[src/rtl/dintl_pkg.sv]
package dintl_pkg;

  typedef enum logic {
    ST_IDLE = 1'b0,
    ST_RUN  = 1'b1
  } dintlState_e;

  // strobes from control to datapath
  typedef struct packed {
    logic load;   // latch configuration, clear counters
    logic step;   // issue current index and advance
  } dintlCtrl_t;

  // group size s from modulation select; code 3 aliases code 0
  function automatic logic [1:0] groupSize(input logic [1:0] sel);
    case (sel)
      2'd1:    groupSize = 2'd2;
      2'd2:    groupSize = 2'd3;
      default: groupSize = 2'd1;
    endcase
  endfunction

  // row count d from depth select
  function automatic logic [4:0] rowCount(input logic sel);
    rowCount = sel ? 5'd12 : 5'd16;
  endfunction

endpackage

[src/rtl/dintl_ctrl.sv]
module dintl_ctrl
  import dintl_pkg::*;
(
  input  logic       clk,
  input  logic       rst_n,
  input  logic       start,
  input  logic       finalIdx,
  output dintlCtrl_t ctl
);

  dintlState_e state, stateNext;

  always_comb begin
    stateNext = state;
    ctl.load  = 1'b0;
    ctl.step  = 1'b0;
    case (state)
      ST_IDLE: begin
        if (start) begin
          ctl.load  = 1'b1;
          stateNext = ST_RUN;
        end
      end
      ST_RUN: begin
        ctl.step = 1'b1;
        if (finalIdx) stateNext = ST_IDLE;
      end
      default: stateNext = ST_IDLE;
    endcase
  end

  always_ff @(posedge clk) begin
    if (!rst_n) state <= ST_IDLE;
    else        state <= stateNext;
  end

  // a start pulse in RUN must not leave RUN
  p_busy_hold_r6: assert property (@(posedge clk) disable iff (!rst_n)
    (state == ST_RUN && !finalIdx) |=> (state == ST_RUN));

endmodule

[src/rtl/dintl_datapath.sv]
module dintl_datapath
  import dintl_pkg::*;
#(
  parameter int MAX_COLS = 96,
  localparam int COL_W  = $clog2(MAX_COLS + 1),
  localparam int ADDR_W = $clog2(16 * MAX_COLS)
) (
  input  logic              clk,
  input  logic              rst_n,
  input  dintlCtrl_t        ctl,
  input  logic [1:0]        modSel,
  input  logic              depthSel,
  input  logic [COL_W-1:0]  numCols,
  output logic              finalIdx,
  output logic [ADDR_W-1:0] addr,
  output logic              addrValid,
  output logic              addrLast
);

  // latched configuration
  logic [1:0]       cfgS;
  logic [4:0]       cfgD;
  logic [COL_W-1:0] cfgCols;

  // index counters: j = rowCnt*C + colCnt
  logic [COL_W-1:0] colCnt;
  logic [3:0]       rowCnt;
  logic [1:0]       phase;     // colCnt mod s
  logic [1:0]       rot;       // rowCnt mod s

  logic colEnd, rowEnd, phaseWrap, rotWrap;
  logic [2:0]       rotSum;
  logic [1:0]       rotMod;
  logic [COL_W-1:0] mappedCol;
  logic [ADDR_W-1:0] product, addrNext;

  assign colEnd    = (colCnt == cfgCols - COL_W'(1));
  assign rowEnd    = ({1'b0, rowCnt} == cfgD - 5'd1);
  assign phaseWrap = (phase == cfgS - 2'd1);
  assign rotWrap   = (rot == cfgS - 2'd1);
  assign finalIdx  = ctl.step && colEnd && rowEnd;

  // intra-group rotation, no division: operands below s, one conditional subtract
  assign rotSum    = {1'b0, phase} + {1'b0, rot};
  assign rotMod    = (rotSum >= {1'b0, cfgS}) ? 2'(rotSum - {1'b0, cfgS}) : rotSum[1:0];
  assign mappedCol = colCnt - COL_W'(phase) + COL_W'(rotMod);

  // shared multiply/add
  assign product  = ADDR_W'(mappedCol) * ADDR_W'(cfgD);
  assign addrNext = product + ADDR_W'(rowCnt);

  always_ff @(posedge clk) begin
    if (!rst_n) begin
      cfgS    <= 2'd1;
      cfgD    <= 5'd16;
      cfgCols <= COL_W'(1);
      colCnt  <= '0;
      rowCnt  <= '0;
      phase   <= '0;
      rot     <= '0;
    end else if (ctl.load) begin
      cfgS    <= groupSize(modSel);
      cfgD    <= rowCount(depthSel);
      cfgCols <= numCols;
      colCnt  <= '0;
      rowCnt  <= '0;
      phase   <= '0;
      rot     <= '0;
    end else if (ctl.step) begin
      if (colEnd) begin
        colCnt <= '0;
        phase  <= '0;
        rowCnt <= rowCnt + 4'd1;
        rot    <= rotWrap ? 2'd0 : rot + 2'd1;
      end else begin
        colCnt <= colCnt + COL_W'(1);
        phase  <= phaseWrap ? 2'd0 : phase + 2'd1;
      end
    end
  end

  always_ff @(posedge clk) begin
    if (!rst_n) begin
      addr      <= '0;
      addrValid <= 1'b0;
      addrLast  <= 1'b0;
    end else begin
      addrValid <= ctl.step;
      addrLast  <= finalIdx;
      if (ctl.step) addr <= addrNext;
    end
  end

  // rotation state stays inside one group
  p_phase_bound_r3: assert property (@(posedge clk) disable iff (!rst_n)
    ctl.step |-> (phase < cfgS && rot < cfgS));

  // issued address lies inside the block
  p_addr_range_r7: assert property (@(posedge clk) disable iff (!rst_n)
    addrValid |-> ({1'b0, addr} < (ADDR_W+1)'(cfgD) * (ADDR_W+1)'(cfgCols)));

  // configuration frozen across consecutive running cycles
  p_cfg_hold_r6: assert property (@(posedge clk) disable iff (!rst_n)
    (ctl.step && !ctl.load) |=> (ctl.step ? $stable({cfgS, cfgD, cfgCols}) : 1'b1));

endmodule

[src/rtl/dintl_addr_gen.sv]
module dintl_addr_gen
  import dintl_pkg::*;
#(
  parameter int MAX_COLS = 96,
  localparam int COL_W  = $clog2(MAX_COLS + 1),
  localparam int ADDR_W = $clog2(16 * MAX_COLS)
) (
  input  logic              clk,
  input  logic              rst_n,
  input  logic              start,
  input  logic [1:0]        modSel,
  input  logic              depthSel,
  input  logic [COL_W-1:0]  numCols,
  output logic [ADDR_W-1:0] addr,
  output logic              addrValid,
  output logic              addrLast
);

  dintlCtrl_t ctl;
  logic       finalIdx;

  dintl_ctrl ctrl_i (
    .clk      (clk),
    .rst_n    (rst_n),
    .start    (start),
    .finalIdx (finalIdx),
    .ctl      (ctl)
  );

  dintl_datapath #(.MAX_COLS(MAX_COLS)) dp_i (
    .clk       (clk),
    .rst_n     (rst_n),
    .ctl       (ctl),
    .modSel    (modSel),
    .depthSel  (depthSel),
    .numCols   (numCols),
    .finalIdx  (finalIdx),
    .addr      (addr),
    .addrValid (addrValid),
    .addrLast  (addrLast)
  );

  // last flag only accompanies a valid address
  p_last_valid_r5: assert property (@(posedge clk) disable iff (!rst_n)
    addrLast |-> addrValid);

  // the cycle after the final address carries no address
  p_gap_after_last_r5: assert property (@(posedge clk) disable iff (!rst_n)
    addrLast |=> !addrValid);

endmodule

[config.mk]
export PLATFORM = sky130hd
export DESIGN_NAME = dintl_addr_gen
export DESIGN_NICKNAME = d
export VERILOG_FILES = /design/src/rtl/dintl_pkg.sv /design/src/rtl/dintl_ctrl.sv /design/src/rtl/dintl_datapath.sv /design/src/rtl/dintl_addr_gen.sv
export SDC_FILE = /design/constraint.sdc
export NUM_CORES = 1
export LEC_CHECK = 0
export ABC_AREA = 1
export BUFFER_PORTS_ARGS = -buffer_cell sky130_fd_sc_hd__clkbuf_2
export CORE_MARGIN = 2
export CORE_UTILIZATION = 40
export DETAILED_ROUTE_END_ITERATION = 10
export GPL_ROUTABILITY_DRIVEN = 1
export GPL_TIMING_DRIVEN = 0
export PLACE_DENSITY_LB_ADDON = 0.25
export SYNTH_ARGS = -nofsm -noshare
export SYNTH_HDL_FRONTEND = slang
export SYNTH_SLANG_ARGS = --single-unit
[constraint.sdc]
create_clock -name clk -period 9.8 [get_ports clk]
set_input_delay 1.96 -clock clk [delete_from_list [all_inputs] [get_ports clk]]
set_output_delay 1.96 -clock clk [all_outputs]
set_load 0.02 [all_outputs]
==> results of run 1 <==
## per-layer routing
layer  GRT usage [%]  part of all wire [%]  vias to the layer above
met1            20.8                    48                     1179
li1                -                     -                     1371
met3            2.57                   3.1                        9
met5               0                     0                        -
met2            26.0                    47                       31
met4            4.80                   1.7                        0
## registers in the layout, indices dropped and copies added (netlist names), 2 cells and up
signal,cells
dp_i.addr,11
dp_i.cfgCols,7
dp_i.cfgD,2
dp_i.cfgS,2
dp_i.colCnt,7
dp_i.phase,2
dp_i.rot,2
dp_i.rowCnt,4
## power by group through the flow
stage | sequential, uW | combinational (uW) | clock [uW]
after floorplan | 192 | 142 | 0
after global placement | 185 | 189 | 0
after detailed placement | 185 | 191 | 0
after CTS | 181 | 194 | 116
after global routing | 183 | 224 | 120
final | 181 | 191 | 111
## stage by stage
step | hold WS, ns | instances | area (um2) | utilization [%]
after floorplan | 0.462 | 413 | 3040 | -
after global placement | 0.477 | 536 | 3280 | 45.0
after detailed placement | 0.475 | 536 | 3280 | 45.0
after CTS | 0.492 | 544 | 3370 | 46.2
after global routing | 0.510 | 544 | 3370 | 46.2
final | 0.493 | 544 | 3370 | 46.2
## worst max path at each step
stage                  start            to  depth (start not counted)
2_1_floorplan    dp_i.rot[0]  dp_i.addr[9]                         30
3_5_place_dp   dp_i.phase[0]  dp_i.addr[9]                         30
6_report       dp_i.phase[0]  dp_i.addr[9]                         30
4_1_cts        dp_i.phase[0]  dp_i.addr[9]                         30
5_1_grt        dp_i.phase[0]  dp_i.addr[9]                         30
3_3_place_gp   dp_i.phase[0]  dp_i.addr[9]                         30
## worst max-delay path: cells and delay by family, from the launching register on
| family | cells | cell delay, ns |
|---|---|---|
| AO/OA/AOI/OAI | 5 | 0.68 |
| XOR/XNOR | 1 | 0.15 |
| adder cells (fa/ha/maj) | 9 | 3.59 |
| buffers and inverters | 6 | 0.43 |
| flip-flops | 1 | 0.38 |
| AND/OR/NAND/NOR | 9 | 0.87 |
## cell type report
type / instances / area, um2 / share of cell area, %
Tap cell: 99 / 124 / 3.68
Buffer: 7 / 37.5 / 1.11
Clock buffer: 7 / 76.3 / 2.27
Multi-Input combinational cell: 293 / 1930 / 57.2
Clock inverter: 1 / 8.76 / 0.260
Timing Repair Buffer: 24 / 120 / 3.56
Sequential cell: 40 / 801 / 23.8
Inverter: 73 / 274 / 8.13
## cell usage after synthesis (all sizes together) (4+ instances only)
cell type | number | area [um2]
a21oi | 25 | 125
xnor2 | 4 | 35.0
nand3 | 34 | 195
dfxtp | 40 | 801
ha | 40 | 500
buf | 5 | 30.0
nor2 | 45 | 198
nand2 | 78 | 298
inv | 72 | 270
fa | 9 | 180
o21ai | 19 | 95.1
nand4 | 6 | 37.5
xor2 | 18 | 158
or2 | 4 | 25.0
## logic make-up after synthesis
family	synth area share, %
AND/OR/NAND/NOR	25.5
adder cells (fa/ha/maj)	22.4
buffers and inverters	10.2
XOR/XNOR	6.34
flip-flops	26.3
AO/OA/AOI/OAI	9.22
==> impl_results.md, run 1 <==
* Run status: complete, no violations
* Overall die width at 91.2 um
* Arrival time of the worst setup path at between 6 and 7 ns
* Worst Hold Path EP: dp_i.addr[0]
* Total congestion overflow at 0
* Per-cell via count in the routed design at roughly 4.8
* Worst slew margin relative to its limit at 60.3%
* Core area at about 7300 um2
* Clock tree buffer depth at 2
* Number of warning messages in the yosys log at 0
* Share of synthesized flip-flops with an asynchronous set or reset at 0%
* Inserted Clock Buffers at 5
* Count of pins on the block boundary at 26
* Proportion of synthesized chip area in sequential cells at a little over a quarter
* Wirelength, routed at ~6 mm
* Largest stage delay on the critical path at approximately 0.60 ns
* Setup Slack @ Placement at 3.60 ns
* H-tree level count at 2
* Synthesized Nets at 475
* Die Y at a little over 90 um
* Hold-critical path depth at 2
* Rows at 31
* Worst-Margin Slew at between 0.5 and 0.6 ns
* Post-synthesis instance area at 3040 um2
* CTS clock-pin slew for the worst setup and hold paths at 0.08 ns
* Largest net degree at the start of global routing at 13
* Flip-flop cell with the highest count after synthesis: dfxtp_1
* Cell type of the slowest stage on the worst timing path: fa_1
* Layout Nets at 506
* Int Pwr at 298 uW
* Setup repair after global routing missed its margin: no
* Number of resized instances in the post-cts repair step at 0
* Via count of the first global-routing pass at 2366
* Global-route wire length before repair at around 11 mm
* Dpl hpwl at between 4 and 5 mm
* Number of DRC violations after detailed routing at 0
* Power density normalized to cell area at around 140 nW/um2
* IR drop worst, VDD at just under 0.07 mV
* Worst setup EP type: flop
* Number of inserted diodes at 0
* Aggregate negative setup slack at 0 ns
* TritonCTS clock tree: yes
* Fill count at 794
* Achievable frequency at around 0.16 GHz
* Largest fanout of any net on the critical path at 6
* Reg2reg end: dp_i.addr[9]
* Sink count of the clock tree at 40
* Gate power share at between 30 and 40%
* Hold bufs inserted after CTS at 0
* Fraction of power spent switching nets at 38.4%
* Number of search-and-repair iterations in the first detailed-routing pass at 4
* Clock period minus worst slack at between 6 and 7 ns
* Startpoint of the worst register-to-register path: dp_i.phase[0]
* Final critical-path setup slack at 3.61 ns
* Number of buffers inserted to repair setup after CTS at 0
* Number of max-cap violations at 0
* Fraction of final layout cells with drive strength greater than 1 at about an eighth
* Post-synthesis cell type count at 34
* Setup-failing EPs final at 0
* DIE AREA at just over 8000 um2
* Overall routing resource usage at around 16%
* Latest clock arrival within the worst-skew pair at ~0.3 ns
* CTS root buffer: clkbuf_8
* Number of antenna violations at the first check in global routing at 0
* Synthesized instance count at approximately 410
* Flop-to-flop setup slack at 3.61 ns
* Post-synth EDFFs at 0
* Fin. max-slew vios at 0
* Iteration-0 DRC Markers at 92
* GP Congestion at roughly 0.8
* Critical Path Most Common Cell: inv_1
* Cell leakage power at about 0.0019 uW
* Number of port buffers at 24
* Clock network power share at approximately 23%
* Fin Clk Skew at roughly 0.0097 ns
* Average cell area after synthesis at approximately 7.4 um2
* Fin. Hold Viols at 0
* Net Switching at 186 uW
* DRT antenna net count at 0
* Vias at approximately 2600
* Logic depth of the worst register-to-register path at 30
* Final Total Pwr at 484 uW
* Worst Hold Class: flop to flop
* Setup crit start kind: flop
* Area added between synthesis and finish at 10.8%
* CP Class: flop to flop
* Min-Delay Startpoint: dp_i.addr[0]
* Sequential fraction of design power at 37.5%
* Top library cells by usage in the layout, fill and taps aside: nand2_1, inv_1, nor2_1
* Register bit total from synthesis at 40
* Required time of the worst setup path at around 10 ns
* Initial core utilization at about two fifths
* Share of the clock period used by the worst path at a little over three fifths
* Most common cell after layout, fill and taps aside: nand2_1
* Routed wirelength normalized by instance count at roughly 11 um
No activity file was read; power rests on OpenSTA's default activity.
==> inputs of run 2 (changes only) <==
- clock period: 9.8 -> 6.3 ns (I/O delays scaled with it)
==> run 2 against run 1 <==
  * Sequential power grew 56%
  * Maximum frequency increased by 5.6%
  * Critical path type unchanged
  * Largest cell class unchanged
  * Critical endpoint is now dp_i.addr[10]
  * Non-clock buffer count grew 2
==> impl_results.md, run 2 (synthesis gave the netlist of run 1 again) <==
* Sequential fraction of design power at 36.9%
* Vias at around 2600
* Count of pins on the block boundary at 26
* Hold bufs inserted after CTS at 0
* CTS clock-pin slew for the worst setup and hold paths at about 0.08 ns
* Required time of the worst setup path at about 6.5 ns
* Gate power share at 40.5%
* Number of antenna violations at the first check in global routing at 0
* Setup Slack @ Placement at around 0.099 ns
* Critical Path Most Common Cell: ha_1
* Layout Nets at just over 500
* CP Class: flop to flop
* Clock period minus worst slack at roughly 5.9 ns
* Share of the clock period used by the worst path at about 93%
* Clock tree buffer depth at 2
* Setup crit start kind: flop
* Via count of the first global-routing pass at 2366
* TritonCTS clock tree: yes
* Fraction of final layout cells with drive strength greater than 1 at 15.7%
* Setup-failing EPs final at 0
* Achievable frequency at roughly 0.17 GHz
* Power density normalized to cell area at between 200 and 250 nW/um2
* Int Pwr at ~470 uW
* Sink count of the clock tree at 40
* Latest clock arrival within the worst-skew pair at 0.30 ns
* Largest fanout of any net on the critical path at 6
* DIE AREA at between 8000 and 9000 um2
* Fin. Hold Viols at 0
* Fin Clk Skew at approximately 0.0079 ns
* Inserted Clock Buffers at 5
* Run status: complete, no violations
* Number of inserted diodes at 0
* Dpl hpwl at between 4 and 5 mm
* Crit-path leading delay family: adder cells
* Die Y at slightly above 90 um
* Worst Hold Class: flop to flop
* Cell area after placement at about 3300 um2
* Largest net degree at the start of global routing at 13
* Wirelength, routed at 6.13 mm
* Top register by number of flip-flops: dp_i.addr
* Arrival time of the worst setup path at 6.06 ns
* Net Switching at about 290 uW
* Overall die width at slightly above 90 um
* Cell leakage power at approximately 0.0019 uW
* Per-cell via count in the routed design at between 4 and 5
* Post-Layout Cell Count at 546
* DRT antenna net count at 0
* Cell type of the slowest stage on the worst timing path: fa_2
* Fraction of power spent switching nets at between 30% and 40%
* Core area at around 7300 um2
* Largest stage delay on the critical path at 0.58 ns
* Most common cell after layout, fill and taps aside: nand2_1
* Worst slew margin relative to its limit at around three fifths
* Final critical-path setup slack at 0.434 ns
* Clock network power share at 22.6%
* Post-route cell area at around 3400 um2
* H-tree level count at 2
* Number of max-cap violations at 0
* Top library cells by usage in the layout, fill and taps aside: nand2_1, inv_1, nor2_1
* Fin. max-slew vios at 0
* Global-route wire length before repair at between 10 and 15 mm
* Number of port buffers at 24
* Rows at 31
* Final Total Pwr at roughly 760 uW
* Number of search-and-repair iterations in the first detailed-routing pass at 4
* Overall routing resource usage at between 10% and 20%
* Number of DRC violations after detailed routing at 0
* Worst setup EP type: flop
* Iteration-0 DRC Markers at around 100
* Area added between synthesis and finish at 12.9%
* Worst-Margin Slew at about 0.58 ns
* CTS root buffer: clkbuf_8
* WP buf/inv at 3
* Initial core utilization at about two fifths
* Flip-flop count of the largest register, all copies and words added at 11
* Cell Count Post-Placement at about 540
* Total congestion overflow at 0
* Largest registers: dp_i.addr: 11 flops, dp_i.cfgCols: 7 flops, dp_i.colCnt: 7 flops
* Routed wirelength normalized by instance count at approximately 11 um
* GP Congestion at 0.804
* IR drop worst, VDD at roughly 0.11 mV
==> run 2: cell count changes in the layout (fill, tap and decap cells not counted), sizes merged <==
cell  previous run  this run
buf              5         7
==> run 2: power by group through the flow <==
stage	clock, uW	sequential, uW	combinational, uW
after floorplan	0	298	220
after global placement	0	287	295
after detailed placement	0	288	298
after CTS	180	282	302
after global routing	187	284	362
final	173	282	310
==> run 2: cell type report <==
cell class / count / area, um2
fillers: 792 / 3860
multi-input cells: 293 / 1970
flip-flops and latches: 40 / 803
inverters: 73 / 274
repair buffers: 26 / 135
well taps: 99 / 124
clock buffers: 7 / 76.3
plain buffers: 7 / 37.5
clock inverters: 1 / 8.76
==> run 2: what timing repair did <==
action,CTS,global route
setup endpoints to repair,0,4
resized for setup,0,11
setup buffers,0,2
==> run 2: final timing paths <==
path	startpoint	endpoint	slack, ns	cells past startpoint
worst max-delay path	dp_i.phase[0]	dp_i.addr[10]	0.43	28
worst max register to register	dp_i.phase[0]	dp_i.addr[10]	0.43	28
worst min-delay path	dp_i.addr[0]	dp_i.addr[0]	0.49	2
worst min register to register	dp_i.addr[0]	dp_i.addr[0]	0.49	2
==> run 2: tightest hold or removal path, cell delays in order (launching register included) <==
cell and delay, ns:
dfxtp_1 0.31, nor2_1 0.08, a211oi_1 0.05
==> run 2: stage by stage <==
step	hold WS, ns	util, %	TNS (ns)
after floorplan	0.462	-	0
after global placement	0.477	45.0	0
after detailed placement	0.475	45.0	0
after CTS	0.492	46.2	0
after global routing	0.510	47.1	-0.00614
final	0.493	47.1	0
==> run 2: metal layers <==
layer | track usage, % | share of wire [%]
met1 | 20.8 | 48
met2 | 26.0 | 47
met3 | 2.57 | 2.8
met4 | 4.80 | 2.1
met5 | 0 | 0
==> inputs of run 3 (changes only) <==
- ABC_AREA: 1 -> not set
- CAP_MARGIN: not set -> 20
==> run 3 against run 2 <==
  * Setup slack got worse by 0.12 ns
  * Flip-flop and latch count unchanged
  * Global-route usage rose by 0.99 points
  * Sequential power fell by 2%
  * Largest power group is now sequential cells
  * Critical endpoint unchanged
  * Total power shrank 9.7%
  * Synthesized cell count down 16%
  * Die area down 0.91%
==> impl_results.md, run 3 <==
* Run status: complete, no violations
* DRT antenna net count at 0
* Crit-path leading delay family: adder cells
* Clock period minus worst slack at between 5 and 6 ns
* IR drop worst, VDD at 0.143 mV
* Setup crit start kind: flop
* Sink count of the clock tree at 40
* Leading post-synthesis cells by cell area: dfxtp_1, ha_1, fa_1
* Flip-flop count of the largest register, all copies and words added at 11
* Fin Clk Skew at about 0.007 ns
* Number of search-and-repair iterations in the first detailed-routing pass at 4
* Post-synthesis instance area at 3010 um2
* Inserted Clock Buffers at 5
* Most instantiated cells after synthesis: dfxtp_1, ha_1, nand2_1, inv_1, xnor2_1
* Required time of the worst setup path at between 6 and 7 ns
* Setup Slack @ Placement at -0.0470 ns
* Cell leakage power at approximately 0.0015 uW
* Fraction of final layout cells with drive strength greater than 1 at about 15%
* WP buf/inv at 1
* Cell type with the largest total area after synthesis: dfxtp_1
* Per-cell via count in the routed design at approximately 5.2
* Die Y at around 90 um
* Worst slew margin relative to its limit at 51.7%
* Post-synth EDFFs at 0
* Achievable frequency at 0.167 GHz
* Share of synthesized flip-flops with an asynchronous set or reset at 0%
* Core area at about 7300 um2
* Dpl hpwl at 5.27 mm
* Fin. max-slew vios at 0
* Worst Hold Class: flop to flop
* Number of buffers inserted to repair setup after CTS at 0
* Via count of the first global-routing pass at 2377
* Number of antenna violations at the first check in global routing at 0
* Number of port buffers at 25
* Global-route wire length before repair at 11.3 mm
* CTS clock-pin slew for the worst setup and hold paths at roughly 0.07 ns
* Power density normalized to cell area at 203 nW/um2
* Final Total Pwr at 690 uW
* Fill count at roughly 710
* Register bit total from synthesis at 40
* H-tree level count at 2
* Number of warning messages in the yosys log at 0
* Area added between synthesis and finish at 13.1%
* Top library cells by usage in the layout, fill and taps aside: nand2_1, ha_1, dfxtp_1
* Largest registers: dp_i.addr: 11 flops, dp_i.cfgCols: 7 flops, dp_i.colCnt: 7 flops
* Routed wirelength normalized by instance count at between 10 and 15 um
* Total congestion overflow at 0
* Iteration-0 DRC Markers at 77
* CTS root buffer: clkbuf_8
* Share of the synthesized area in the top cell type at between 20% and 30%
* Aggregate negative setup slack at 0 ns
* Latest clock arrival within the worst-skew pair at 0.29 ns
* Hold bufs inserted after CTS at 0
* Fin. Hold Viols at 0
* Clock tree buffer depth at 2
* TritonCTS clock tree: yes
* Critical Path Most Common Cell: ha_1
* Top register by number of flip-flops: dp_i.addr
* Flip-flop cell with the highest count after synthesis: dfxtp_1
* Initial core utilization at roughly two fifths
* Proportion of synthesized chip area in sequential cells at 26.6%
* Arrival time of the worst setup path at around 6 ns
* Number of inserted diodes at 0
* Post-synthesis cell type count at 52
* Setup repair after global routing missed its margin: no
* Count of pins on the block boundary at 26
* Worst-Margin Slew at a little over 0.7 ns
* Wirelength, routed at 6.83 mm
* Vias at between 2000 and 2500
* Cell Count Post-Placement at approximately 470
* Final critical-path setup slack at 0.310 ns
* Layout Nets at about 440
* Share of the clock period used by the worst path at around 95%
* Overall routing resource usage at around 17%
* Largest fanout of any net on the critical path at 5
* Setup-failing EPs final at 0
* Number of max-cap violations at 0
* Synthesized Nets at between 400 and 500
* Rows at 31
* Most common cell after layout, fill and taps aside: nand2_1
* Number of DRC violations after detailed routing at 0
* Largest stage delay on the critical path at roughly 0.56 ns
* Overall die width at slightly above 90 um
* GP Congestion at 0.781
* Area of the multi-input gates at ~2100 um2
* CP Class: flop to flop
* Cell type of the slowest stage on the worst timing path: fa_1
* Share of the core filled with cells in the final layout at 47.0%
* DIE AREA at around 8200 um2
* Average cell area after synthesis at slightly below 9 um2
* Synthesized instance count at around 350
* Largest net degree at the start of global routing at 12
* Storage element area at 803 um2
* Worst setup EP type: flop
* Post-Layout Cell Count at about 480
-- run 3: cell count changes in the layout (fill, tap and decap cells not counted), moves of 8 or more --
cell and delta:
nor2_1 -28, clkbuf_1 +8, xnor2_1 +13, o21ai_0 -8, nand3_1 -23, inv_1 -36
inv_2 -10, nand2_1 -36, xor2_1 -13, a21oi_1 -9, nor2b_1 +10
-- run 3: what timing repair did --
action | in CTS | in global routing
hold endpoints to repair | 0 | 0
endpoints found under the setup margin | 1 | 2
gates resized for setup | 2 | 13
pin swaps | 1 | 7
gates cloned | 0 | 0
-- run 3: cells by family (layout without fill, tap and decap cells) --
logic type / Yosys count / in the layout / synth area share (%)
AO/OA/AOI/OAI: 73 / 73 / 17.4
XOR/XNOR: 24 / 24 / 6.98
adder cells (fa/ha/maj): 49 / 49 / 22.6
buffers and inverters: 42 / 74 / 5.57
flip-flops: 40 / 40 / 26.6
multiplexers: 7 / 7 / 2.33
AND/OR/NAND/NOR: 110 / 110 / 18.5
-- run 3: where the power goes --
part           switching (uW)  internal, uW  total (uW)
Combinational             142           110         252
Clock                    85.8          75.3         161
Sequential               11.3           266         277
-- run 3: final timing paths --
kind,startpoint,endpoint,slack [ns],cells past startpoint
max reg2reg,dp_i.rot[0],dp_i.addr[10],0.31,25
min reg2reg,dp_i.cfgCols[6],dp_i.cfgCols[6],0.49,2
max,dp_i.rot[0],dp_i.addr[10],0.31,25
min,dp_i.cfgCols[6],dp_i.cfgCols[6],0.49,2
-- run 3: metrics by stage --
step           area [um2]  hold WS, ns
6_report             3410        0.492
3_5_place_dp         3260        0.487
3_3_place_gp         3260        0.469
2_1_floorplan        3010        0.456
4_1_cts              3350        0.497
5_1_grt              3410        0.521
-- run 3: routing by layer --
layer | routed length (um) | global-route usage, %
met3 | 196 | 1.84
met2 | 3310 | 28.6
met4 | 70 | 4.17
met5 | 0 | 0
met1 | 3250 | 22.3
-- run 3: layout make-up --
cell class	count	share of cell area, %
Tap cell	99	3.64
Timing Repair Buffer	25	3.67
Buffer	16	2.06
Inverter	26	2.86
Clock buffer	6	2.13
Sequential cell	40	23.6
Multi-Input combinational cell	263	61.9
Clock inverter	1	0.147
-- run 3: worst reg2reg max path, cell delays in order (launching register included) --
cell      delay (ns)
dfxtp_2         0.35
ha_1            0.21
fa_1            0.56
ha_4            0.23
nand2b_1        0.14
o21ai_1         0.16
a21oi_2         0.06
fa_1            0.49
inv_1           0.11
fa_2            0.24
nor2b_1         0.06
o31a_1          0.26
or2_2           0.29
a21oi_1         0.18
xor2_1          0.18
and2_4          0.17
fa_1            0.42
ha_1            0.31
ha_1            0.30
ha_1            0.32
o21ai_0         0.11
o21bai_1        0.12
a21oi_2         0.20
xnor2_2         0.15
xnor2_1         0.15
a21oi_1         0.08
